<file path="config.mk">
export PLATFORM = sky130hd
export DESIGN_NAME = trace_capture_buf
export DESIGN_NICKNAME = d
export VERILOG_FILES = /design/src/rtl/tcb_pkg.sv /design/src/rtl/tcb_ram.sv /design/src/rtl/tcb_packer.sv /design/src/rtl/tcb_acq.sv /design/src/rtl/trace_capture_buf.sv
export SDC_FILE = /design/constraint.sdc
export NUM_CORES = 1
export LEC_CHECK = 0
export ABC_AREA = 1
export ABC_CLOCK_PERIOD_IN_PS = 5900
export BUFFER_PORTS_ARGS = -buffer_cell sky130_fd_sc_hd__buf_2
export CAP_MARGIN = 20
export CORE_ASPECT_RATIO = 0.5
export CORE_UTILIZATION = 45
export CTS_CLUSTER_SIZE = 40
export DETAILED_ROUTE_END_ITERATION = 8
export PLACE_DENSITY = 0.72
export SLEW_MARGIN = 20
export SYNTH_ARGS = -nofsm -noshare
export SYNTH_HDL_FRONTEND = slang
export SYNTH_SLANG_ARGS = --single-unit
</file>
<file path="constraint.sdc">
create_clock -name clk_i -period 5.9 [get_ports clk_i]
set_clock_uncertainty 0.15 [all_clocks]
set_input_delay 0.295 -clock clk_i [delete_from_list [all_inputs] [get_ports clk_i]]
set_output_delay 0.295 -clock clk_i [all_outputs]
set_load 0.005 [all_outputs]
</file>
<file path="src/rtl/tcb_pkg.sv">
package tcb_pkg;
  localparam int ADDR_W = 3;

  localparam logic [ADDR_W-1:0] A_DEPTH = 3'd0;
  localparam logic [ADDR_W-1:0] A_WIDTH = 3'd1;
  localparam logic [ADDR_W-1:0] A_STAT  = 3'd2;
  localparam logic [ADDR_W-1:0] A_DATA  = 3'd3;
  localparam logic [ADDR_W-1:0] A_RPTR  = 3'd4;
  localparam logic [ADDR_W-1:0] A_WPTR  = 3'd5;
  localparam logic [ADDR_W-1:0] A_TCNT  = 3'd6;
  localparam logic [ADDR_W-1:0] A_CTRL  = 3'd7;

  // bit 3..0: host decodes these positions
  typedef struct packed {
    logic fmt_empty;
    logic acq_done;
    logic triggered;
    logic full;
  } tcb_status_t;
endpackage

</file>
<file path="src/rtl/tcb_ram.sv">
module tcb_ram #(
  parameter int DEPTH = 16,
  parameter int WIDTH = 16,
  localparam int AW = $clog2(DEPTH)
) (
  input  logic             clk_i,
  input  logic             we_i,
  input  logic [AW-1:0]    waddr_i,
  input  logic [WIDTH-1:0] wdata_i,
  input  logic [AW-1:0]    raddr_i,
  output logic [WIDTH-1:0] rdata_o
);
  logic [WIDTH-1:0] mem_q [DEPTH];

  always_ff @(posedge clk_i) begin
    if (we_i) mem_q[waddr_i] <= wdata_i;
  end

  assign rdata_o = mem_q[raddr_i];
endmodule

</file>
<file path="src/rtl/tcb_packer.sv">
module tcb_packer #(
  parameter int TW_W = 8,
  localparam int EW = 2 * TW_W
) (
  input  logic            clk_i,
  input  logic            rst_ni,
  input  logic            clr_i,
  input  logic            gate_i,
  input  logic            valid_i,
  input  logic [TW_W-1:0] data_i,
  input  logic            demux_i,
  input  logic            flush_i,
  output logic            wr_o,
  output logic [EW-1:0]   wdata_o,
  output logic            empty_o
);
  logic            pend_q;
  logic [TW_W-1:0] hold_q;
  logic            take;

  assign take = gate_i && valid_i;

  always_comb begin
    wr_o    = 1'b0;
    wdata_o = '0;
    if (!clr_i) begin
      if (take) begin
        if (!demux_i) begin
          wr_o    = 1'b1;
          wdata_o = {{TW_W{1'b0}}, data_i};
        end else if (pend_q) begin
          wr_o    = 1'b1;
          wdata_o = {data_i, hold_q};
        end
      end else if (flush_i && pend_q) begin
        wr_o    = 1'b1;
        wdata_o = {{TW_W{1'b0}}, hold_q};
      end
    end
  end

  always_ff @(posedge clk_i or negedge rst_ni) begin
    if (!rst_ni) begin
      pend_q <= 1'b0;
      hold_q <= '0;
    end else if (clr_i) begin
      pend_q <= 1'b0;
    end else if (take && demux_i) begin
      if (!pend_q) begin
        hold_q <= data_i;
        pend_q <= 1'b1;
      end else begin
        pend_q <= 1'b0;
      end
    end else if (flush_i && pend_q) begin
      pend_q <= 1'b0;
    end
  end

  assign empty_o = !pend_q;


  flush_pending_chk: assert property (@(posedge clk_i) disable iff (!rst_ni)
    (wr_o && !take) |-> !empty_o);


  pair_toggle_chk: assert property (@(posedge clk_i) disable iff (!rst_ni)
    (take && demux_i && !clr_i) |=> (empty_o != $past(empty_o)));
endmodule

</file>
<file path="src/rtl/tcb_acq.sv">
module tcb_acq #(
  parameter int DEPTH = 16,
  parameter int REG_W = 32,
  localparam int AW = $clog2(DEPTH)
) (
  input  logic             clk_i,
  input  logic             rst_ni,
  input  logic             en_i,
  input  logic             trig_i,
  input  logic             commit_i,
  input  logic             host_wp_we_i,
  input  logic [AW-1:0]    host_wp_i,
  input  logic [REG_W-1:0] tcnt_i,
  output logic             gate_o,
  output logic             flush_o,
  output logic [AW-1:0]    wptr_o,
  output logic             full_o,
  output logic             trig_o,
  output logic             done_o
);
  logic [AW-1:0]    wptr_q;
  logic [REG_W-1:0] remain_q;
  logic             full_q, trig_q, done_q;
  logic             stop;

  assign stop    = trig_q && (remain_q == '0);
  assign gate_o  = en_i && !done_q && !stop;
  assign flush_o = !en_i || done_q;

  always_ff @(posedge clk_i or negedge rst_ni) begin
    if (!rst_ni) begin
      wptr_q   <= '0;
      remain_q <= '0;
      full_q   <= 1'b0;
      trig_q   <= 1'b0;
      done_q   <= 1'b0;
    end else if (host_wp_we_i) begin
      wptr_q   <= host_wp_i;
      remain_q <= '0;
      full_q   <= 1'b0;
      trig_q   <= 1'b0;
      done_q   <= 1'b0;
    end else begin
      if (commit_i) begin
        wptr_q <= wptr_q + 1'b1;
        if (wptr_q == AW'(DEPTH - 1)) full_q <= 1'b1;
        if (trig_q && remain_q != '0) remain_q <= remain_q - 1'b1;
      end
      // later triggers ignored once one has been taken
      if (trig_i && en_i && !trig_q && !done_q) begin
        trig_q   <= 1'b1;
        remain_q <= tcnt_i;
      end
      if (stop) done_q <= 1'b1;
    end
  end

  assign wptr_o = wptr_q;
  assign full_o = full_q;
  assign trig_o = trig_q;
  assign done_o = done_q;


  wptr_step_chk: assert property (@(posedge clk_i) disable iff (!rst_ni)
    (commit_i && !host_wp_we_i) |=> (wptr_q == $past(wptr_q) + 1'b1));


  full_wrap_chk: assert property (@(posedge clk_i) disable iff (!rst_ni)
    $rose(full_q) |-> $past(commit_i && wptr_q == AW'(DEPTH - 1)));


  done_hold_chk: assert property (@(posedge clk_i) disable iff (!rst_ni)
    (done_q && !host_wp_we_i) |=> done_q);


  retrig_ignored_chk: assert property (@(posedge clk_i) disable iff (!rst_ni)
    (trig_q && trig_i && !commit_i && !host_wp_we_i) |=> (remain_q == $past(remain_q)));


  host_clear_chk: assert property (@(posedge clk_i) disable iff (!rst_ni)
    host_wp_we_i |=> (!full_q && !trig_q && !done_q));
endmodule

</file>
<file path="src/rtl/trace_capture_buf.sv">
module trace_capture_buf
  import tcb_pkg::*;
#(
  parameter int DEPTH = 16,
  parameter int TW_W  = 8,
  parameter int REG_W = 32,
  localparam int AW   = $clog2(DEPTH),
  localparam int EW   = 2 * TW_W
) (
  input  logic              clk_i,
  input  logic              rst_ni,
  input  logic              tr_valid_i,
  input  logic [TW_W-1:0]   tr_data_i,
  input  logic              trig_i,
  input  logic              reg_wr_i,
  input  logic              reg_rd_i,
  input  logic [ADDR_W-1:0] reg_addr_i,
  input  logic [REG_W-1:0]  reg_wdata_i,
  output logic [REG_W-1:0]  reg_rdata_o,
  output logic [3:0]        status_o
);
  logic [1:0]       ctrl_q;
  logic [REG_W-1:0] tcnt_q;
  logic [AW-1:0]    rptr_q, wptr;
  logic [REG_W-1:0] rdata_q, rd_val;
  logic [EW-1:0]    ram_wdata, ram_rdata;
  logic             commit, gate, flush, full, trig, done, empty;
  logic             wp_we, data_rd;
  tcb_status_t      stat;

  assign wp_we   = reg_wr_i && (reg_addr_i == A_WPTR);
  assign data_rd = reg_rd_i && (reg_addr_i == A_DATA);

  always_ff @(posedge clk_i or negedge rst_ni) begin
    if (!rst_ni) begin
      ctrl_q <= '0;
      tcnt_q <= '0;
      rptr_q <= '0;
    end else begin
      if (reg_wr_i && reg_addr_i == A_CTRL) ctrl_q <= reg_wdata_i[1:0];
      if (reg_wr_i && reg_addr_i == A_TCNT) tcnt_q <= reg_wdata_i;
      if (reg_wr_i && reg_addr_i == A_RPTR) rptr_q <= reg_wdata_i[AW-1:0];
      else if (data_rd)                     rptr_q <= rptr_q + 1'b1;
    end
  end

  tcb_acq #(.DEPTH(DEPTH), .REG_W(REG_W)) u_acq (
    .clk_i        (clk_i),
    .rst_ni       (rst_ni),
    .en_i         (ctrl_q[0]),
    .trig_i       (trig_i),
    .commit_i     (commit),
    .host_wp_we_i (wp_we),
    .host_wp_i    (reg_wdata_i[AW-1:0]),
    .tcnt_i       (tcnt_q),
    .gate_o       (gate),
    .flush_o      (flush),
    .wptr_o       (wptr),
    .full_o       (full),
    .trig_o       (trig),
    .done_o       (done)
  );

  tcb_packer #(.TW_W(TW_W)) u_pack (
    .clk_i   (clk_i),
    .rst_ni  (rst_ni),
    .clr_i   (wp_we),
    .gate_i  (gate),
    .valid_i (tr_valid_i),
    .data_i  (tr_data_i),
    .demux_i (ctrl_q[1]),
    .flush_i (flush),
    .wr_o    (commit),
    .wdata_o (ram_wdata),
    .empty_o (empty)
  );

  tcb_ram #(.DEPTH(DEPTH), .WIDTH(EW)) u_ram (
    .clk_i   (clk_i),
    .we_i    (commit),
    .waddr_i (wptr),
    .wdata_i (ram_wdata),
    .raddr_i (rptr_q),
    .rdata_o (ram_rdata)
  );

  assign stat = '{fmt_empty: empty, acq_done: done, triggered: trig, full: full};

  always_comb begin
    unique case (reg_addr_i)
      A_DEPTH: rd_val = REG_W'(DEPTH);
      A_WIDTH: rd_val = REG_W'(EW);
      A_STAT:  rd_val = REG_W'(stat);
      A_DATA:  rd_val = REG_W'(ram_rdata);
      A_RPTR:  rd_val = REG_W'(rptr_q);
      A_WPTR:  rd_val = REG_W'(wptr);
      A_TCNT:  rd_val = tcnt_q;
      default: rd_val = REG_W'(ctrl_q);
    endcase
  end

  always_ff @(posedge clk_i or negedge rst_ni) begin
    if (!rst_ni)       rdata_q <= '0;
    else if (reg_rd_i) rdata_q <= rd_val;
  end

  assign reg_rdata_o = rdata_q;
  assign status_o    = stat;


  rptr_inc_chk: assert property (@(posedge clk_i) disable iff (!rst_ni)
    (data_rd && !(reg_wr_i && reg_addr_i == A_RPTR)) |=> (rptr_q == $past(rptr_q) + 1'b1));


  rdata_hold_chk: assert property (@(posedge clk_i) disable iff (!rst_ni)
    !reg_rd_i |=> $stable(reg_rdata_o));


  idle_no_commit_chk: assert property (@(posedge clk_i) disable iff (!rst_ni)
    (!ctrl_q[0] && empty) |-> !commit);
endmodule

</file>
==> results.md, run 1 <==
* Root buf cell: clkbuf_16
* Final Critical Period at 3.55 ns
* Mapped Nets at 1769
* Worst Setup Start Kind: flip-flop
* Antenna violations before repair at 0
* Final hold vios at 0
* Starting DRT DRC Count at 1489
* Reg power frac at 42.1%
* Slew @ Worst Pin at 0.994 ns
* Vias in the first global route at 12000
* Most used cell, CP: inv_1
* Switching Share at 34.7%
* IO buf count at 84
* Yosys reg bits at 374
* Slew Limit Fails at 0
* Power share of the clock group at 30.4%
* Crit-path max FO at 17
* Part of the power in combinational logic at 27.5%
* Layout area overhead at 15.6%
* Worst Setup SP: u_pack.pend_q$_DFFE_PN0P_
* Sink Count at 374
* Syn Area/Cell at 9.85 um^2
* EDFF count, synth at 256
* Worst path cell trace: inv_1, nor2_1, inv_1, nand2_4, nand2_2, nor3_2, buf_4
* Tcrit/Tclk final at 60.2%
* Kind of critical path: flip-flop to flip-flop
* Met1 usage at 31.8%
* Cell Area, Placed at 17900 um^2
* DR vias at 12900
* First-pass DRT Iterations at 6
* DRC Markers at 0
* Post-synthesis sequential area ratio at 63.1%
* Final Instance Area at 19500 um^2
* TritonCTS clock tree: yes
* Clock H-tree levels at 2
* Die Width at 276 um
* Cell Pwr Density at 405 nW/um^2
* Max Buffers Root-to-Sink at 3
* Post-synthesis async set-or-reset flop share at 31.6%
* Post-DP HPWL at 26500 um
* First-pass GRT wire length at 67600 um
* Most common flop cell mapped by yosys: edfxtp_1
* Clock transition at path regs at 0.07 ns
* Critical path's slowest cell: nor3_2
* Worst r2r src: u_pack.pend_q$_DFFE_PN0P_
* Largest net degree at the start of global routing at 110
* Vias per std cell at 5.55
* Largest cells by area after synthesis: edfxtp_1, dfrtp_1, nand2_1, nor2_1, o21ai_0
* Buf/Inv on CP at 3
* Post-CTS Setup Inserts at 0
* Routed length per instance at 18.9 um
* GRT Util Overall at 22.7%
* Synth warn at 0
* Final Non-Filler Cells at 2328
* Ant diodes at 0
* Final setup TNS at 0 ns
* Nets@finish at 1874
* Worst VDD drop at 187 uV
* Num CTS Buffers at 36
* Global routing's busiest layer: met2
* Die H at 139 um
* Dpl cells at 2222
* I/O pin count at 85
* Max-slew headroom at 33.3%
* Final hold slack at 0.0342 ns
* Mapped Area at 16900 um^2
* Clk_lat worst skew at 0.55 ns
* Max-cap viol count at 0
* WL final at 44100 um
* Pleak at 7.87 nW
* Req. time, crit path at 5.99 ns
* Outcome: finished clean
* # rows at 49
* Syn Inst Count at 1713
* Cell variety after synth at 42
* RSZ-0062 raised after global routing: false
* Layout cells sized above 1 at 12.4%
* P_int at 5.16 mW
* Synth top area share at 45.6%
* Area leader, netlist: edfxtp_1
* Grt met3 use at 4.09%
* Starting Density at 46.3%
* Hold Crit Start: reg_addr_i[1]
* Final GP Congestion at 0.914
* Sw power at 2.74 mW
* Post-CTS sizing at 0
* CP endpoint kind: flip-flop
* CP peak stage delay at 0.86 ns
* FMAX at 282 MHz
* Critical path's top delay family: simple AND/OR/NAND/NOR gates
* GR Overflow Total at 0
* CP arrival at 3.64 ns
* Die ar. at 38300 um^2
* Antenna Nets Post-Route at 0
* Met2 usage at 36.2%
* Floorplan core area at 36400 um^2
* Final setup viols at 0
* HP Class: input port to flip-flop
* R2R Setup Slk at 2.35 ns
[worst paths after layout]
path | depth (start not counted) | to
max in group asynchronous | 3 | u_acq.remain_q[28]$_DFFE_PN0P_
min reg2reg | 2 | reg_rdata_o[14]$_DFFE_PN0P_
min in group asynchronous | 2 | u_acq.remain_q[15]$_DFFE_PN0P_
max reg2reg | 7 | u_ram.mem_q[7][11]$_DFFE_PP_
min | 6 | reg_rdata_o[4]$_DFFE_PN0P_
max | 7 | u_ram.mem_q[7][11]$_DFFE_PP_
[worst reg2reg max path: stages (launching register included)]
cell     delay, ns
dfrtp_1       0.56
inv_1         0.19
nor2_1        0.53
inv_1         0.16
nand2_4       0.15
nand2_2       0.30
nor3_2        0.87
buf_4         0.34
[cells by family (layout without fill, tap and decap cells)]
logic type | Yosys count | in the layout | share of synthesized area (%)
AO/OA/AOI/OAI | 339 | 339 | 11.5
XOR/XNOR | 6 | 6 | 0.311
adder cells (fa/ha/maj) | 7 | 7 | 0.519
buffers and inverters | 202 | 333 | 4.97
flip-flops | 374 | 374 | 63.1
multiplexers | 15 | 15 | 1.00
AND/OR/NAND/NOR | 770 | 770 | 18.6
[layout by cell type (no fill, tap or decap), types with 37 or more instances in the layout]
cell	n
dfrtp_1	116
dlygate4sd3_1	42
inv_1	102
nand3_1	100
edfxtp_1	256
o21ai_0	184
o211ai_1	61
buf_2	83
nor2_1	277
nand2_1	344
clkbuf_16	37
a21oi_1	46
[cells in the mapped netlist, drive strengths merged, types with 2 or more instances]
| master | number |
|---|---|
| a211oi | 2 |
| a21oi | 53 |
| a221oi | 3 |
| a31oi | 3 |
| buf | 44 |
| clkbuf | 51 |
| clkinv | 3 |
| dfrtp | 118 |
| edfxtp | 256 |
| ha | 7 |
| inv | 104 |
| mux2 | 15 |
| nand2 | 351 |
| nand3 | 102 |
| nand3b | 3 |
| nand4 | 3 |
| nor2 | 284 |
| nor3 | 25 |
| o211ai | 61 |
| o21ai | 192 |
| o221ai | 4 |
| o22ai | 4 |
| o31ai | 13 |
| xnor2 | 4 |
| xor2 | 2 |
[through the flow]
| step | total power, mW | util (%) | setup slack [ns] |
|---|---|---|---|
| finish | 7.90 | 53.6 | 2.35 |
| global route | 8.31 | 53.6 | 2.18 |
| CTS | 7.90 | 53.5 | 2.33 |
| detailed placement | 5.48 | 49.0 | 2.35 |
| global placement | 5.43 | 48.9 | 2.44 |
| floorplan | 4.84 | - | 2.86 |
[power by group through the flow]
stage | combinational, mW | clock, mW | sequential (mW)
floorplan | 1.56 | 0 | 3.28
global placement | 2.07 | 0 | 3.36
detailed placement | 2.11 | 0 | 3.37
CTS | 2.15 | 2.43 | 3.32
global route | 2.43 | 2.52 | 3.36
finish | 2.17 | 2.40 | 3.33
[registers in the layout, summed over array words and instances (netlist names)]
register,count
u_pack.hold_q,8
u_pack.pend_q,1
ctrl_q,2
u_acq.remain_q,32
rptr_q,4
u_acq.wptr_o,4
u_ram.mem_q,256
u_acq.trig_o,1
tcnt_q,32
reg_rdata_o,32
u_acq.full_o,1
u_acq.done_o,1
[layer usage]
metal,vias up,part of all wire [%],wire length [um]
li1,6072,-,-
met1,6179,42,18400
met2,578,48,21000
met3,82,8.1,3590
met4,0,2.5,1080
met5,-,0,0
[layout make-up]
class | count | area (um^2)
inverter | 107 | 403
sequential | 374 | 10600
multi-input combinational | 1137 | 5520
fill | 3123 | 16900
clock buffer | 46 | 970
clock inverter | 18 | 246
timing repair buffer | 162 | 1120
tap | 484 | 606
[timing repair]
action | CTS | global route
hold endpoints to repair | 99 | 0
hold buffers | 42 | 0
setup endpoints to repair | 0 | 0
No activity file was read; power rests on OpenSTA's default activity.
==> run 2: changes to the inputs <==
--- a/config.mk
+++ b/config.mk
@@ -6,7 +6,7 @@
 export NUM_CORES = 1
 export LEC_CHECK = 0
 export ABC_AREA = 1
-export ABC_CLOCK_PERIOD_IN_PS = 5900
+export ABC_CLOCK_PERIOD_IN_PS = 3510
 export BUFFER_PORTS_ARGS = -buffer_cell sky130_fd_sc_hd__buf_2
 export CAP_MARGIN = 20
 export CORE_ASPECT_RATIO = 0.5
==> constraint.sdc (replaced) <==
create_clock -name clk_i -period 3.51 [get_ports clk_i]
set_clock_uncertainty 0.15 [all_clocks]
set_input_delay 0.1755 -clock clk_i [delete_from_list [all_inputs] [get_ports clk_i]]
set_output_delay 0.1755 -clock clk_i [all_outputs]
set_load 0.005 [all_outputs]
==> run 2 against run 1 <==
Compared with the run above: critical path depth unchanged; first-iteration DRC count rose by 0.20%; routed wire length grew 1.0%.
==> results.md, run 2 (synthesis results as in run 1) <==
* DR vias at 13100
* First-pass DRT Iterations at 5
* TritonCTS clock tree: yes
* Kind of critical path: flip-flop to flip-flop
* First-pass GRT wire length at 69000 um
* GR Overflow Total at 0
* Post-CTS Setup Inserts at 0
* Layout cells sized above 1 at 14.0%
* Routed length per instance at 18.8 um
* I/O pin count at 85
* HP Class: input port to flip-flop
* Antenna Nets Post-Route at 0
* Final setup viols at 0
* Most used cell, CP: inv_1
* Die Width at 276 um
* Fillers at 3128
* Clk_lat worst skew at 0.56 ns
* CP arrival at 2.81 ns
* DRC Markers at 0
* Most frequent cells in the layout: nand2_1, nor2_1, edfxtp_1
* Num CTS Buffers at 36
* CP endpoint kind: flip-flop
* Max-slew headroom at 38.2%
* Final Util at 54.4%
* GRT Util Overall at 23.3%
* Worst path cell trace: inv_1, nor2_1, inv_1, nand2_4, nand2_2, nor2_2, buf_12
* Pleak at 8.08 nW
* Req. time, crit path at 3.62 ns
* FMAX at 371 MHz
* Post-DP HPWL at 28700 um
* Floorplan core area at 36400 um^2
* Worst VDD drop at 326 uV
* Root buf cell: clkbuf_16
* Worst Setup Start Kind: flip-flop
* WL final at 44500 um
* Critical path's slowest cell: dfrtp_1
* Die ar. at 38300 um^2
* Max Buffers Root-to-Sink at 3
* Ant diodes at 0
* Final GP Congestion at 0.931
* Clock transition at path regs at 0.06 ns
* Total Power at 13.4 mW
* Slew @ Worst Pin at 0.926 ns
* CP peak stage delay at 0.57 ns
* FF+latch area at 10600 um^2
* Most common cell after layout, fill and taps aside: nand2_1
* Area of the multi-input gates at 5480 um^2
* Max reg flops at 256
* Layout area overhead at 17.4%
* Fin worst setup slack at 0.816 ns
* Antenna violations before repair at 0
* Sink Count at 374
* Final Critical Period at 2.69 ns
* Starting Density at 46.3%
* RSZ-0062 raised after global routing: false
* Most flops, register: u_ram.mem_q
* Tcrit/Tclk final at 76.8%
* Slew Limit Fails at 0
* Die H at 139 um
* Cell Pwr Density at 676 nW/um^2
* Max-cap viol count at 0
* Vias in the first global route at 12400
* IO buf count at 84
* Vias per std cell at 5.55
* Crit-path max FO at 17
* Final hold slack at 0.0428 ns
* Final setup TNS at 0 ns
* Outcome: finished clean
* Nets@finish at 1912
* # rows at 49
* Starting DRT DRC Count at 1492
* Final hold vios at 0
* Largest net degree at the start of global routing at 84
* Clock H-tree levels at 2
* Pre-CTS setup slack at 0.879 ns
* Post-CTS sizing at 0
run 2: worst paths after layout:
path,start,end,slack (ns),cells after the start
setup / recovery,u_pack.pend_q$_DFFE_PN0P_,u_ram.mem_q[15][8]$_DFFE_PP_,0.82,7
hold / removal,reg_addr_i[0],reg_rdata_o[0]$_DFFE_PN0P_,0.04,7
setup reg to reg,u_pack.pend_q$_DFFE_PN0P_,u_ram.mem_q[15][8]$_DFFE_PP_,0.82,7
hold reg to reg,reg_rdata_o[14]$_DFFE_PN0P_,reg_rdata_o[14]$_DFFE_PN0P_,0.33,2
max in group asynchronous,rst_ni,reg_rdata_o[25]$_DFFE_PN0P_,2.33,3
min in group asynchronous,rst_ni,u_acq.remain_q[17]$_DFFE_PN0P_,0.12,2
run 2: metrics by stage:
step	area, um^2	cells
3_5_place_dp	18200	2257
3_3_place_gp	18200	2257
5_1_grt	19800	2368
6_report	19800	2368
2_1_floorplan	16900	1713
4_1_cts	19800	2368
run 2: routing by layer:
| layer | GRT usage (%) | wire length (um) | vias up |
|---|---|---|---|
| li1 | - | - | 6144 |
| met1 | 31.9 | 18900 | 6376 |
| met5 | 0 | 0 | - |
| met4 | 7.09 | 1070 | 0 |
| met2 | 37.4 | 20800 | 535 |
| met3 | 4.93 | 3740 | 76 |
run 2: repair_timing:
item                       in CTS  in global routing
hold buffers                   45                  0
setup endpoints to repair       0                  0
hold endpoints to repair      127                  0
run 2: area by class of cell:
type	count	share of cell area [%]
flip-flops and latches	374	53.7
multi-input cells	1137	27.7
repair buffers	200	7.42
clock buffers	45	4.98
well taps	484	3.06
inverters	107	2.03
clock inverters	21	1.09
run 2: worst max-delay path, delay by kind of cell, from the launching register on:
family	cells	cell delay (ns)
AND/OR/NAND/NOR	4	1.17
flip-flops	1	0.57
buffers and inverters	3	0.52
run 2: report_power, final:
group,total (mW),switching [mW],internal [mW]
Clock,3.98,1.73,2.24
Combinational,3.80,2.56,1.23
Sequential,5.63,0.453,5.17
Total,13.4,4.75,8.65
==> run 3: changes to the inputs <==
--- a/config.mk
+++ b/config.mk
@@ -6,14 +6,14 @@
 export NUM_CORES = 1
 export LEC_CHECK = 0
 export ABC_AREA = 1
-export ABC_CLOCK_PERIOD_IN_PS = 3510
+export ABC_CLOCK_PERIOD_IN_PS = 2300
 export BUFFER_PORTS_ARGS = -buffer_cell sky130_fd_sc_hd__buf_2
 export CAP_MARGIN = 20
 export CORE_ASPECT_RATIO = 0.5
 export CORE_UTILIZATION = 45
 export CTS_CLUSTER_SIZE = 40
 export DETAILED_ROUTE_END_ITERATION = 8
-export PLACE_DENSITY = 0.72
+export PLACE_DENSITY = 0.74
 export SLEW_MARGIN = 20
 export SYNTH_ARGS = -nofsm -noshare
 export SYNTH_HDL_FRONTEND = slang
==> constraint.sdc (replaced) <==
create_clock -name clk_i -period 2.3 [get_ports clk_i]
set_clock_uncertainty 0.15 [all_clocks]
set_input_delay 0.115 -clock clk_i [delete_from_list [all_inputs] [get_ports clk_i]]
set_output_delay 0.115 -clock clk_i [all_outputs]
set_load 0.005 [all_outputs]
==> run 3 against run 2 <==
Compared with the run above: largest cell class unchanged; register-to-register slack worse by 0.77 ns; sequential cell count unchanged; largest power group unchanged; die area unchanged; final cell count up 4.6%; worst setup slack worse by 0.77 ns; cell area up 7.1%; sequential power up 48%; utilization up 3.9 points; clock power up 46%; count of clock-buffer cells in the layout unchanged; global-route usage up 1.6 points; critical endpoint is now u_ram.mem_q[14][4]$_DFFE_PP_.
==> results.md, run 3 (synthesis results as in run 1) <==
* Crit-path max FO at 16
* CP endpoint: u_ram.mem_q[14][4]$_DFFE_PP_
* Ant diodes at 0
* Critical path's slowest cell: a21oi_2
* WL final at 48100 um
* DRC Markers at 0
* HP Class: input port to flip-flop
* Die Width at 276 um
* Final Critical Period at 2.26 ns
* Antenna violations before repair at 1
* I/O pin count at 85
* Clk_lat worst skew at 0.55 ns
* Max Buffers Root-to-Sink at 3
* Most flops, register: u_ram.mem_q
* R2R Setup Slk at 0.04 ns
* Worst path cell trace: inv_2, ha_4, nand3_2, nor2_2, nand2_2, nor2_4, buf_6, a21boi_4, nand2_1, a21oi_2
* FMAX at 443 MHz
* Cell Pwr Density at 1020 nW/um^2
* Max-slew headroom at 55.6%
* Die H at 139 um
* Kind of critical path: flip-flop to flip-flop
* Num CTS Buffers at 36
* Final GP Congestion at 0.930
* Dpl cells at 2321
* Largest net degree at the start of global routing at 53
* Req. time, crit path at 2.41 ns
* Buf/Inv on CP at 2
* Most common cell after layout, fill and taps aside: nand2_1
* Starting DRT DRC Count at 1580
* Critical path's top delay family: compound AO/OA/AOI/OAI gates
* TritonCTS clock tree: yes
* Worst VDD drop at 455 uV
* Floorplan core area at 36400 um^2
* Die ar. at 38300 um^2
* Layout area overhead at 25.8%
* R2r endpoint: u_ram.mem_q[14][4]$_DFFE_PP_
* GRT Util Overall at 24.9%
* Root buf cell: clkbuf_16
* Max-cap viol count at 0
* IO buf count at 84
* CP arrival at 2.37 ns
* Routed length per instance at 19.4 um
* Fin worst setup slack at 0.0422 ns
* Antenna Nets Post-Route at 0
* Final setup viols at 0
* WHS Path Cells at 6
* Vias per std cell at 5.58
* Outcome: finished clean
* CP peak stage delay at 0.56 ns
* Sink Count at 374
* # rows at 49
* DR vias at 13800
* Worst r2r src: u_acq.remain_q[0]$_DFFE_PN0P_
* CP endpoint kind: flip-flop
* Nets@finish at 2024
* Vias in the first global route at 13600
* First-pass DRT Iterations at 5
* Tcrit/Tclk final at 98.2%
* Worst Setup SP: u_acq.remain_q[0]$_DFFE_PN0P_
* First-pass GRT wire length at 73800 um
* Final hold vios at 0
* GR Overflow Total at 0
* WP depth at 10
* Post-DP HPWL at 28700 um
* Slew Limit Fails at 0
* Cell Area, Placed at 18900 um^2
* Worst reg2reg path depth at 10
* Pleak at 8.86 nW
* Most frequent cells in the layout: nand2_1, nor2_1, edfxtp_1
* Slew @ Worst Pin at 0.664 ns
* Clock transition at path regs at 0.07 ns
* Pre-CTS setup slack at -0.396 ns
* Final setup TNS at 0 ns
* Layout cells sized above 1 at 20.5%
* Final Non-Filler Cells at 2477
* Fillers at 2869
* Starting Density at 46.3%
* Worst Setup Start Kind: flip-flop
* Clock H-tree levels at 2
* Max reg flops at 256
* Final Instance Area at 21200 um^2
## run 3: worst min path at each step
stage                                                end    from  slack [ns]
after floorplan                    ctrl_q[0]$_DFFE_PN0P_  rst_ni       -0.33
after CTS                  u_acq.remain_q[0]$_DFFE_PN0P_  trig_i        0.03
after detailed placement  u_acq.remain_q[17]$_DFFE_PN0P_  rst_ni       -0.03
final                      u_acq.remain_q[0]$_DFFE_PN0P_  trig_i        0.05
after global routing       u_acq.remain_q[0]$_DFFE_PN0P_  trig_i        0.12
after global placement    u_acq.remain_q[17]$_DFFE_PN0P_  rst_ni       -0.03
## run 3: timing repair
item | CTS | global route
setup buffers | 24 | 9
setup endpoints to repair | 417 | 242
pin swaps | 15 | 15
hold buffers | 51 | 0
cloned | 3 | 7
gates resized for setup | 18 | 68
endpoints found under the hold margin | 187 | 0
## run 3: area by class of cell
| cell class | count | area (um^2) | area share [%] |
|---|---|---|---|
| Sequential cell | 374 | 10600 | 50.2 |
| Multi-Input combinational cell | 1138 | 5800 | 27.4 |
| Timing Repair Buffer | 311 | 2630 | 12.4 |
| Clock buffer | 45 | 955 | 4.50 |
| Tap cell | 484 | 606 | 2.85 |
| Inverter | 107 | 403 | 1.90 |
| Clock inverter | 18 | 173 | 0.814 |
## run 3: tightest hold or removal path, cell delays in order
cell and delay, ns:
buf_2 0.10, nand3_2 0.20, nor2_1 0.15, a211oi_1 0.05
nand2_1 0.06, nand2_1 0.05
## run 3: power breakdown
part,internal (mW),switching [mW],total [mW]
logic,2.88,4.66,7.54
clock network,3.21,2.60,5.81
registers,7.90,0.430,8.33
## run 3: metal layers
metal / up-vias / track usage [%] / routed length (um) / share of wire [%]
li1: 6386 / - / - / -
met1: 6638 / 33.1 / 19100 / 40
met2: 668 / 40.4 / 23200 / 48
met3: 117 / 4.47 / 4190 / 8.7
met4: 2 / 10.7 / 1460 / 3.0
met5: - / 0 / 8 / 0.017
## run 3: stage by stage
| stage | hold slack (ns) | power, mW | util [%] |
|---|---|---|---|
| finish | 0.0546 | 21.7 | 58.3 |
| global placement | -0.0294 | 15.2 | 51.9 |
| floorplan | -0.331 | 12.6 | - |
| CTS | 0.0327 | 21.3 | 57.5 |
| detailed placement | -0.0273 | 15.4 | 51.9 |
| global route | 0.123 | 22.8 | 58.3 |
